--- config.mk ---
export PLATFORM = sky130hd
export DESIGN_NAME = spi_req_steer
export DESIGN_NICKNAME = d
export VERILOG_FILES = /design/src/rtl/spi_req_pkg.sv /design/src/rtl/spi_req_cfg.sv /design/src/rtl/spi_req_flags.sv /design/src/rtl/spi_req_route.sv /design/src/rtl/spi_req_steer.sv
export SDC_FILE = /design/constraint.sdc
export NUM_CORES = 1
export LEC_CHECK = 0
export ABC_AREA = 1
export BUFFER_PORTS_ARGS = -buffer_cell sky130_fd_sc_hd__buf_2
export CAP_MARGIN = 30
export CORE_MARGIN = 4
export CORE_UTILIZATION = 45
export CTS_BUF_LIST = sky130_fd_sc_hd__clkbuf_2
export DETAILED_ROUTE_END_ITERATION = 12
export HOLD_SLACK_MARGIN = 0.02
export PLACE_DENSITY = 0.8
export SYNTH_ARGS = -nofsm -noshare
export SYNTH_HDL_FRONTEND = slang
export SYNTH_SLANG_ARGS = --single-unit
--- constraint.sdc ---
create_clock -name clk -period 0.9 [get_ports clk]
set_input_delay 0.18 -clock clk [delete_from_list [all_inputs] [get_ports clk]]
set_output_delay 0.18 -clock clk [all_outputs]
set_load 0.05 [all_outputs]
--- src/rtl/spi_req_pkg.sv ---
package spi_req_pkg;

    localparam int NEV = 4;
    localparam int EV_EOQ = 0;
    localparam int EV_TC  = 1;
    localparam int EV_UNF = 2;
    localparam int EV_OVF = 3;

    localparam logic ADDR_STATUS = 1'b0;
    localparam logic ADDR_CFG    = 1'b1;

    typedef struct packed {
        logic drain_dma;
        logic drain_en;
        logic fill_dma;
        logic fill_en;
        logic ovf_en;
        logic unf_en;
        logic tc_en;
        logic eoq_en;
    } req_cfg_t;

    function automatic logic [NEV-1:0] ev_enables(req_cfg_t c);
        return {c.ovf_en, c.unf_en, c.tc_en, c.eoq_en};
    endfunction

endpackage

--- src/rtl/spi_req_cfg.sv ---
module spi_req_cfg
    import spi_req_pkg::*;
(
    input  logic       clk,
    input  logic       rst,
    input  logic       wr_en,
    input  logic [7:0] wdata,
    output req_cfg_t   cfg_q
);
    always_ff @(posedge clk) begin
        if (rst)
            cfg_q <= '0;
        else if (wr_en)
            cfg_q <= req_cfg_t'(wdata);
    end
endmodule

--- src/rtl/spi_req_flags.sv ---
module spi_req_flags #(
    parameter int N = 4
) (
    input  logic         clk,
    input  logic         rst,
    input  logic [N-1:0] set_in,
    input  logic [N-1:0] clr_in,
    output logic [N-1:0] flags_q
);
    for (genvar i = 0; i < N; i++) begin : g_flag
        always_ff @(posedge clk) begin
            if (rst)
                flags_q[i] <= 1'b0;
            else if (set_in[i])
                flags_q[i] <= 1'b1;      // new event beats a clear
            else if (clr_in[i])
                flags_q[i] <= 1'b0;
        end
    end
endmodule

--- src/rtl/spi_req_route.sv ---
module spi_req_route
    import spi_req_pkg::*;
#(
    parameter int TX_DEPTH = 4,
    parameter int RX_DEPTH = 4,
    localparam int TXCW = $clog2(TX_DEPTH + 1),
    localparam int RXCW = $clog2(RX_DEPTH + 1)
) (
    input  logic            clk,
    input  logic            rst,
    input  logic [TXCW-1:0] tx_count,
    input  logic [RXCW-1:0] rx_count,
    input  req_cfg_t        cfg,
    input  logic [NEV-1:0]  flags,
    output logic            fill_lvl,
    output logic            drain_lvl,
    output logic            irq,
    output logic            dma_tx,
    output logic            dma_rx
);
    logic fill_req, drain_req, irq_next;

    assign fill_lvl  = tx_count < TXCW'(TX_DEPTH);
    assign drain_lvl = rx_count != '0;
    assign fill_req  = fill_lvl  & cfg.fill_en;
    assign drain_req = drain_lvl & cfg.drain_en;

    always_comb begin
        irq_next = |(flags & ev_enables(cfg));
        irq_next = irq_next | (fill_req  & ~cfg.fill_dma);
        irq_next = irq_next | (drain_req & ~cfg.drain_dma);
    end

    always_ff @(posedge clk) begin
        if (rst) begin
            irq    <= 1'b0;
            dma_tx <= 1'b0;
            dma_rx <= 1'b0;
        end else begin
            irq    <= irq_next;
            dma_tx <= fill_req  & cfg.fill_dma;
            dma_rx <= drain_req & cfg.drain_dma;
        end
    end
endmodule

--- src/rtl/spi_req_steer.sv ---
module spi_req_steer
    import spi_req_pkg::*;
#(
    parameter int TX_DEPTH = 4,
    parameter int RX_DEPTH = 4,
    localparam int TXCW = $clog2(TX_DEPTH + 1),
    localparam int RXCW = $clog2(RX_DEPTH + 1)
) (
    input  logic            clk,
    input  logic            rst,
    input  logic [TXCW-1:0] tx_count,
    input  logic [RXCW-1:0] rx_count,
    input  logic            frame_done,
    input  logic            queue_end,
    input  logic            is_slave,
    input  logic            is_spi_cfg,
    input  logic            ext_start,
    input  logic            rx_ovf,
    input  logic            reg_wr,
    input  logic            reg_addr,
    input  logic [7:0]      reg_wdata,
    output logic [7:0]      reg_rdata,
    output logic            irq,
    output logic            dma_tx,
    output logic            dma_rx
);
    req_cfg_t       cfg_q;
    logic [NEV-1:0] ev_set, ev_clr, ev_q;
    logic           fill_lvl, drain_lvl, unf_hit;

    assign unf_hit = is_slave & is_spi_cfg & ext_start & (tx_count == '0);

    always_comb begin
        ev_set         = '0;
        ev_set[EV_EOQ] = queue_end;
        ev_set[EV_TC]  = frame_done;
        ev_set[EV_UNF] = unf_hit;
        ev_set[EV_OVF] = rx_ovf;
    end

    assign ev_clr = (reg_wr && reg_addr == ADDR_STATUS) ? reg_wdata[NEV-1:0] : '0;

    spi_req_cfg u_cfg (
        .clk   (clk),
        .rst   (rst),
        .wr_en (reg_wr && reg_addr == ADDR_CFG),
        .wdata (reg_wdata),
        .cfg_q (cfg_q)
    );

    spi_req_flags #(.N(NEV)) u_flags (
        .clk     (clk),
        .rst     (rst),
        .set_in  (ev_set),
        .clr_in  (ev_clr),
        .flags_q (ev_q)
    );

    spi_req_route #(.TX_DEPTH(TX_DEPTH), .RX_DEPTH(RX_DEPTH)) u_route (
        .clk       (clk),
        .rst       (rst),
        .tx_count  (tx_count),
        .rx_count  (rx_count),
        .cfg       (cfg_q),
        .flags     (ev_q),
        .fill_lvl  (fill_lvl),
        .drain_lvl (drain_lvl),
        .irq       (irq),
        .dma_tx    (dma_tx),
        .dma_rx    (dma_rx)
    );

    always_comb begin
        if (reg_addr == ADDR_CFG)
            reg_rdata = cfg_q;
        else
            reg_rdata = {2'b00, drain_lvl, fill_lvl, ev_q};
    end
endmodule

==> results.txt, run 1 <==
----------------------------------------------------
[Global routing]
  Maximum number of pins on one net before global-route repair ... 11
  Number of antenna violations at the first check in global routing ... 0
  First-pass GRT wire length ... 3310 microns
  GRT Overall Usage ... 22.2%
  Via count of the first global-routing pass ... 777
  Aggregate global routing overflow ... 0

[Hold path]
  Cell depth of the worst min-delay path ... 3
  Path type of the worst min-delay path ... primary input to flip-flop

[Drt]
  Total wire length ... 2270 microns
  Initial DRC count ... 24
  Avg Vias per Cell ... 5.38
  Post-route ant nets ... 0
  DRC viols ... 0
  Wire per inst ... 13.7 microns
  Detailed-routing iteration count for the pre-antenna-repair pass ... 5
  Total number of vias ... 893

[Placed design]
  DPL Wire Length ... 1340 microns
  Count of input and output buffers ... 34
  Pre-CTS WS ... -232 ps
  RD Place Congestion ... 0.836

[Yosys]
  Synth Register Bits ... 15
  Cell area after technology mapping ... 678 sq um
  Post-synth net total ... 124
  Unique masters post-synth ... 15
  Number of warnings issued by yosys ... 0
  Post-Syn Instances ... 100
  Sequential area share after synthesis ... 44.3%
  Per-instance average area after synthesis ... 6.78 sq um

[Pwr]
  Pwr per Cell Area ... 1350 mW/mm^2
  Gate power share ... 31.3%
  Power share of the sequential group ... 46.3%
  Clock share of power ... 22.3%
  Net Switching ... 0.000549 W
  Fraction of power spent switching nets ... 34.5%
  Max VDD drop ... 1.02 mV
  Leakage ... 0.602 nW
  Pint ... 0.00104 W

[Job]
  Max Cap Viol ... 0

[Critical path]
  Critical Path, Cell by Cell ... nor2_2, a31oi_4, buf_6
  Setup slack of the worst register-to-register path ... -50 ps
  Kind of capture point of the worst setup path ... output pin
  Classification of the worst setup path ... flip-flop to output pin
  Count of buffering cells on the critical path with inverters included ... 1
  Length in cells of the worst reg-to-reg path ... 7
  Delay of the slowest cell on the worst path ... 360 ps
  Top delay family on crit path ... flip-flops
  Biggest fanout along the worst timing path ... 2
  Element type at the critical path start ... flip-flop
  Arrival time of data at the critical path endpoint ... 1040 ps
  Slowest stage cell, crit path ... dfxtp_2
  Required time of the critical path ... 720 ps
  Cell depth of the worst setup path ... 3

[Clock network]
  H-Tree Level Count ... 1
  Clock Path Buffers ... 2
  Clock edge transition at the registers on the reported setup and hold paths ... 150 ps
  Clock sink count ... 15
  CTS Buf Count ... 3
  Clock tree root buffer cell ... clkbuf_2
  Clock Latency Late Sink ... 310 ps
  Clock tree from TritonCTS ... yes

[Final layout]
  Area growth from synthesis to final layout ... 73.2%
  Leading cell type in the layout, fill and taps excluded ... buf_2
  Commonest non-fill, non-tap cells in the layout ... 23 x buf_2, 20 x nor2_1, 15 x dfxtp_2, 13 x nand2_2
  # nets final ... 176
  Number of antenna diodes ... 0
  Fraction of final layout cells with drive strength greater than 1 ... 58.9%

[Timing]
  Unrepaired setup endpoints after global routing ... true
  Setup ws final ... -315 ps
  Time the worst path needs with I/O delays and setup ... 1220 ps
  Worst Max-Slew Pin Slew ... 326 ps
  Worst Skew ... 8.69 ps
  Number of setup violations in the final report ... 12
  Final Slew Violations ... 0
  Setup_tns ... -2330 ps
  Period utilization ... 135%
  Max frequency ... 0.823 GHz
  Max-slew headroom ... 78.3%
  Hold Fails Final Rpt ... 0

[Floorplanning]
  Placeable core region ... 0.00137 sq mm
  Overall die width ... 46.8 microns
  Num rows ... 13
  Die Outline Area ... 0.00219 sq mm
  Initial core utilization ... 49.6%
  Height of the chip ... 46.8 microns
  I/O pin cnt ... 35

[Status]
  Outcome ... complete, but fails checks
  Violations in the final reports ... setup timing

----------------------------------------------------
==> final cells by class <==
class	instances	area, sq um
fillers	76	191
flip-flops and latches	15	319
multi-input cells	74	385
repair buffers	48	382
well taps	15	18.8
inverters	10	50.0
clock buffers	4	20.0
==> worst paths after layout <==
path	startpoint	endpoint
max reg2reg	u_cfg.cfg_q[3]$_SDFFE_PP0P_	u_route.irq$_SDFF_PP0_
min reg2reg	u_flags.flags_q[3]$_SDFFE_PP0P_	u_flags.flags_q[3]$_SDFFE_PP0P_
min	frame_done	u_flags.flags_q[1]$_SDFFE_PP0P_
max	u_cfg.cfg_q[5]$_SDFFE_PP0P_	reg_rdata[5]
==> per-layer routing <==
layer / global-route usage, % / wire, microns
met3: 4.98 / 233
met1: 25.4 / 835
met4: 15.5 / 106
met2: 36.3 / 1100
met5: 0 / 0
==> Yosys cell counts (all sizes together) <==
cell type | number | share of area (%)
a31oi | 1 | 0.92
nand2 | 26 | 15
nor2 | 22 | 12
nand3b | 1 | 1.1
dfxtp | 15 | 44
nand3 | 9 | 6.6
clkinv | 1 | 1.3
inv | 9 | 5.4
a21oi | 5 | 3.7
buf | 1 | 1.7
nor3 | 1 | 0.74
o21ai | 9 | 6.6
==> through the flow <==
step	power (W)	std cells	instance area, sq um	hold slack [ps]	util, %
2_1_floorplan	0.000983	100	714	249	-
4_1_cts	0.00155	166	1120	70.0	82.2
6_report	0.00159	166	1170	73.5	86.0
3_3_place_gp	0.00111	155	945	385	69.1
3_5_place_dp	0.00112	155	945	397	69.1
5_1_grt	0.00167	166	1170	47.0	86.0
==> timing repair <==
item                                    4_1_cts  5_1_grt
endpoints found under the setup margin       11       12
buffers inserted                              7        0
resized for setup                            42       17
hold buffers                                  0        0
pin swaps                                     2        9
==> power by group through the flow <==
stage | registers, W | logic (W) | clock network [W]
6_report | 0.000737 | 0.000499 | 0.000355
5_1_grt | 0.000742 | 0.000529 | 0.000396
4_1_cts | 0.000730 | 0.000464 | 0.000357
2_1_floorplan | 0.000757 | 0.000226 | 0
3_5_place_dp | 0.000741 | 0.000378 | 0
3_3_place_gp | 0.000741 | 0.000373 | 0
==> logic make-up (layout without fill, tap and decap cells) <==
logic type,Yosys count,count (layout),share of synthesized area (%)
and+or+nand+nor,59,59,36.2
AOI/OAI and AO/OA,15,15,11.3
DFF,15,15,44.3
buffers and inverters,11,62,8.30
==> worst reg2reg max path, delay by kind of cell, from the launching register on <==
kind / cells / cell delay [ps]
buffers and inverters: 2 / 160
flip-flops: 1 / 350
AND/OR/NAND/NOR: 5 / 350
==> registers in the layout, indices dropped and copies added, names as in the netlist <==
name             cells
u_cfg.cfg_q          8
u_flags.flags_q      4
u_route.dma_rx       1
u_route.dma_tx       1
u_route.irq          1
No activity file was read; power rests on OpenSTA's default activity.
==> inputs of run 2 (changes only) <==
--- a/config.mk
+++ b/config.mk
@@ -9,11 +9,13 @@
 export BUFFER_PORTS_ARGS = -buffer_cell sky130_fd_sc_hd__buf_2
 export CAP_MARGIN = 30
 export CORE_MARGIN = 4
-export CORE_UTILIZATION = 45
+export CORE_UTILIZATION = 49
 export CTS_BUF_LIST = sky130_fd_sc_hd__clkbuf_2
 export DETAILED_ROUTE_END_ITERATION = 12
 export HOLD_SLACK_MARGIN = 0.02
-export PLACE_DENSITY = 0.8
+export PLACE_DENSITY = 0.86
+export SKIP_CTS_REPAIR_TIMING = 1
+export SLEW_MARGIN = 20
 export SYNTH_ARGS = -nofsm -noshare
 export SYNTH_HDL_FRONTEND = slang
 export SYNTH_SLANG_ARGS = --single-unit
==> constraint.sdc (replaced) <==
create_clock -name clk -period 1.4 [get_ports clk]
set_input_delay 0.28 -clock clk [delete_from_list [all_inputs] [get_ports clk]]
set_output_delay 0.28 -clock clk [all_outputs]
set_load 0.05 [all_outputs]
==> run 2 against run 1 <==
  * The run now ends clean
  * First-iteration DRC count increased by 13%
  * Total power decreased by 43%
  * Cell count decreased by 8.4%
  * Die area decreased by 6.8%
  * Flip-flop and latch count unchanged
  * Clock power decreased by 42%
  * Global-route usage decreased by 4.2 points
  * Critical path depth unchanged
  * Via count decreased by 17%
  * Sequential share of layout area increased by 6.4 points
  * Worst hold slack improved by 120 ps
  * Critical endpoint unchanged
  * Largest cell class unchanged
  * Highest routed layer unchanged
==> results.txt, run 2 (synthesis results as in run 1) <==
----------------------------------------------------
[Floorplanning]
  Initial core utilization ... 52.1%
  I/O pin cnt ... 35
  Die Outline Area ... 0.00204 sq mm
  Placeable core region ... 0.00130 sq mm
  Overall die width ... 45.2 microns
  Num rows ... 13
  Height of the chip ... 45.2 microns

[Critical path]
  Biggest fanout along the worst timing path ... 4
  Reg-to-Reg Start ... u_flags.flags_q[1]$_SDFFE_PP0P_
  Arrival time of data at the critical path endpoint ... 1050 ps
  Element type at the critical path start ... flip-flop
  Kind of capture point of the worst setup path ... output pin
  Length in cells of the worst reg-to-reg path ... 6
  Required time of the critical path ... 1120 ps
  End point of the critical path ... reg_rdata[5]
  Setup slack of the worst register-to-register path ... 570 ps
  Worst setup path startpoint ... u_cfg.cfg_q[5]$_SDFFE_PP0P_
  Worst r2r dst ... u_route.irq$_SDFF_PP0_
  Classification of the worst setup path ... flip-flop to output pin

[Final layout]
  Fraction of final layout cells with drive strength greater than 1 ... 35.8%
  Top register by number of flip-flops ... u_cfg.cfg_q
  Post-route insts no fill ... 152
  Leading cell type in the layout, fill and taps excluded ... buf_2
  Largest register FFs ... 8
  Commonest non-fill, non-tap cells in the layout ... 29 x buf_2, 25 x nand2_1, 21 x nor2_1, 11 x dfxtp_1, 9 x nand3_1
  Top Registers ... u_cfg.cfg_q x8, u_flags.flags_q x4
  Area growth from synthesis to final layout ... 34.1%
  Number of antenna diodes ... 0
  # nets final ... 162

[Global routing]
  Maximum number of pins on one net before global-route repair ... 11
  Aggregate global routing overflow ... 0
  GRT Overall Usage ... 18.0%
  Number of antenna violations at the first check in global routing ... 0
  Via count of the first global-routing pass ... 691
  First-pass GRT wire length ... 2710 microns

[Clock network]
  Clock edge transition at the registers on the reported setup and hold paths ... 150 ps
  Clock tree from TritonCTS ... yes
  Clock Path Buffers ... 2
  Clock tree root buffer cell ... clkbuf_2
  Clock sink count ... 15
  H-Tree Level Count ... 1
  CTS Buf Count ... 3
  Clock Latency Late Sink ... 280 ps

[Timing]
  Final Slew Violations ... 0
  Hold Fails Final Rpt ... 0
  Unrepaired setup endpoints after global routing ... false
  Worst Max-Slew Pin Slew ... 246 ps
  Period utilization ... 95.2%
  Max frequency ... 0.751 GHz
  Worst Skew ... 4.74 ps
  Time the worst path needs with I/O delays and setup ... 1330 ps
  Number of setup violations in the final report ... 0
  Max-slew headroom ... 83.6%

[Job]
  Max Cap Viol ... 0

[Drt]
  DRC viols ... 0
  Total number of vias ... 737
  Detailed-routing iteration count for the pre-antenna-repair pass ... 4
  Wire per inst ... 11.2 microns
  Post-route ant nets ... 0
  Initial DRC count ... 27
  Avg Vias per Cell ... 4.85
  Total wire length ... 1710 microns

[Placed design]
  DPL Wire Length ... 1340 microns
  Count of input and output buffers ... 34
  Placed cell count ... 148
  RD Place Congestion ... 0.833

[Pwr]
  Pwr per Cell Area ... 989 mW/mm^2
  Leakage ... 0.490 nW
  Max VDD drop ... 0.618 mV
  Total chip power ... 0.000900 W

[Hold path]
  Path type of the worst min-delay path ... primary input to flip-flop
  Critical hold path startpoint ... queue_end

[Status]
  Outcome ... completed

----------------------------------------------------
## run 2: area by class of cell
| class | instances | area [sq um] |
|---|---|---|
| fill | 125 | 392 |
| multi-input combinational | 74 | 334 |
| timing repair buffer | 34 | 186 |
| clock buffer | 3 | 15.0 |
| inverter | 10 | 45.0 |
| tap | 15 | 18.8 |
| sequential | 15 | 305 |
| clock inverter | 1 | 5.00 |
## run 2: worst min path at each step
stage	end	cells past startpoint
2_1_floorplan	u_flags.flags_q[2]$_SDFFE_PP0P_	1
3_3_place_gp	u_route.dma_rx$_SDFF_PP0_	2
3_5_place_dp	u_route.dma_rx$_SDFF_PP0_	2
4_1_cts	u_flags.flags_q[0]$_SDFFE_PP0P_	3
5_1_grt	u_flags.flags_q[1]$_SDFFE_PP0P_	3
6_report	u_flags.flags_q[0]$_SDFFE_PP0P_	3
## run 2: power by group
group	total, W	internal (W)	switching [W]
logic	0.000223	0.0000762	0.000147
clock network	0.000205	0.0000647	0.000140
registers	0.000472	0.000454	0.0000183
total	0.000900	0.000595	0.000305
## run 2: critical path: stages, from the launching register on
cell     delay (ps)
dfxtp_2         390
nor2_2           50
a31oi_2         150
buf_6           180
## run 2: layer usage
metal	wire, microns	track usage [%]	up-vias
met5	0	0	-
met4	8	9.36	0
met3	103	4.38	2
met2	885	31.1	22
met1	707	20.3	319
li1	-	-	394
## run 2: per-stage QoR
step	area, sq um	TNS, ps	utilization, %	hold slack, ps	worst slack, ps
after floorplan	688	0	-	349	50.8
after global placement	866	0	66.5	460	79.6
after detailed placement	866	0	66.5	464	31.3
after CTS	886	-81.3	68.1	185	-81.3
after global routing	910	0	69.9	207	0.540
final	910	0	69.9	190	67.6
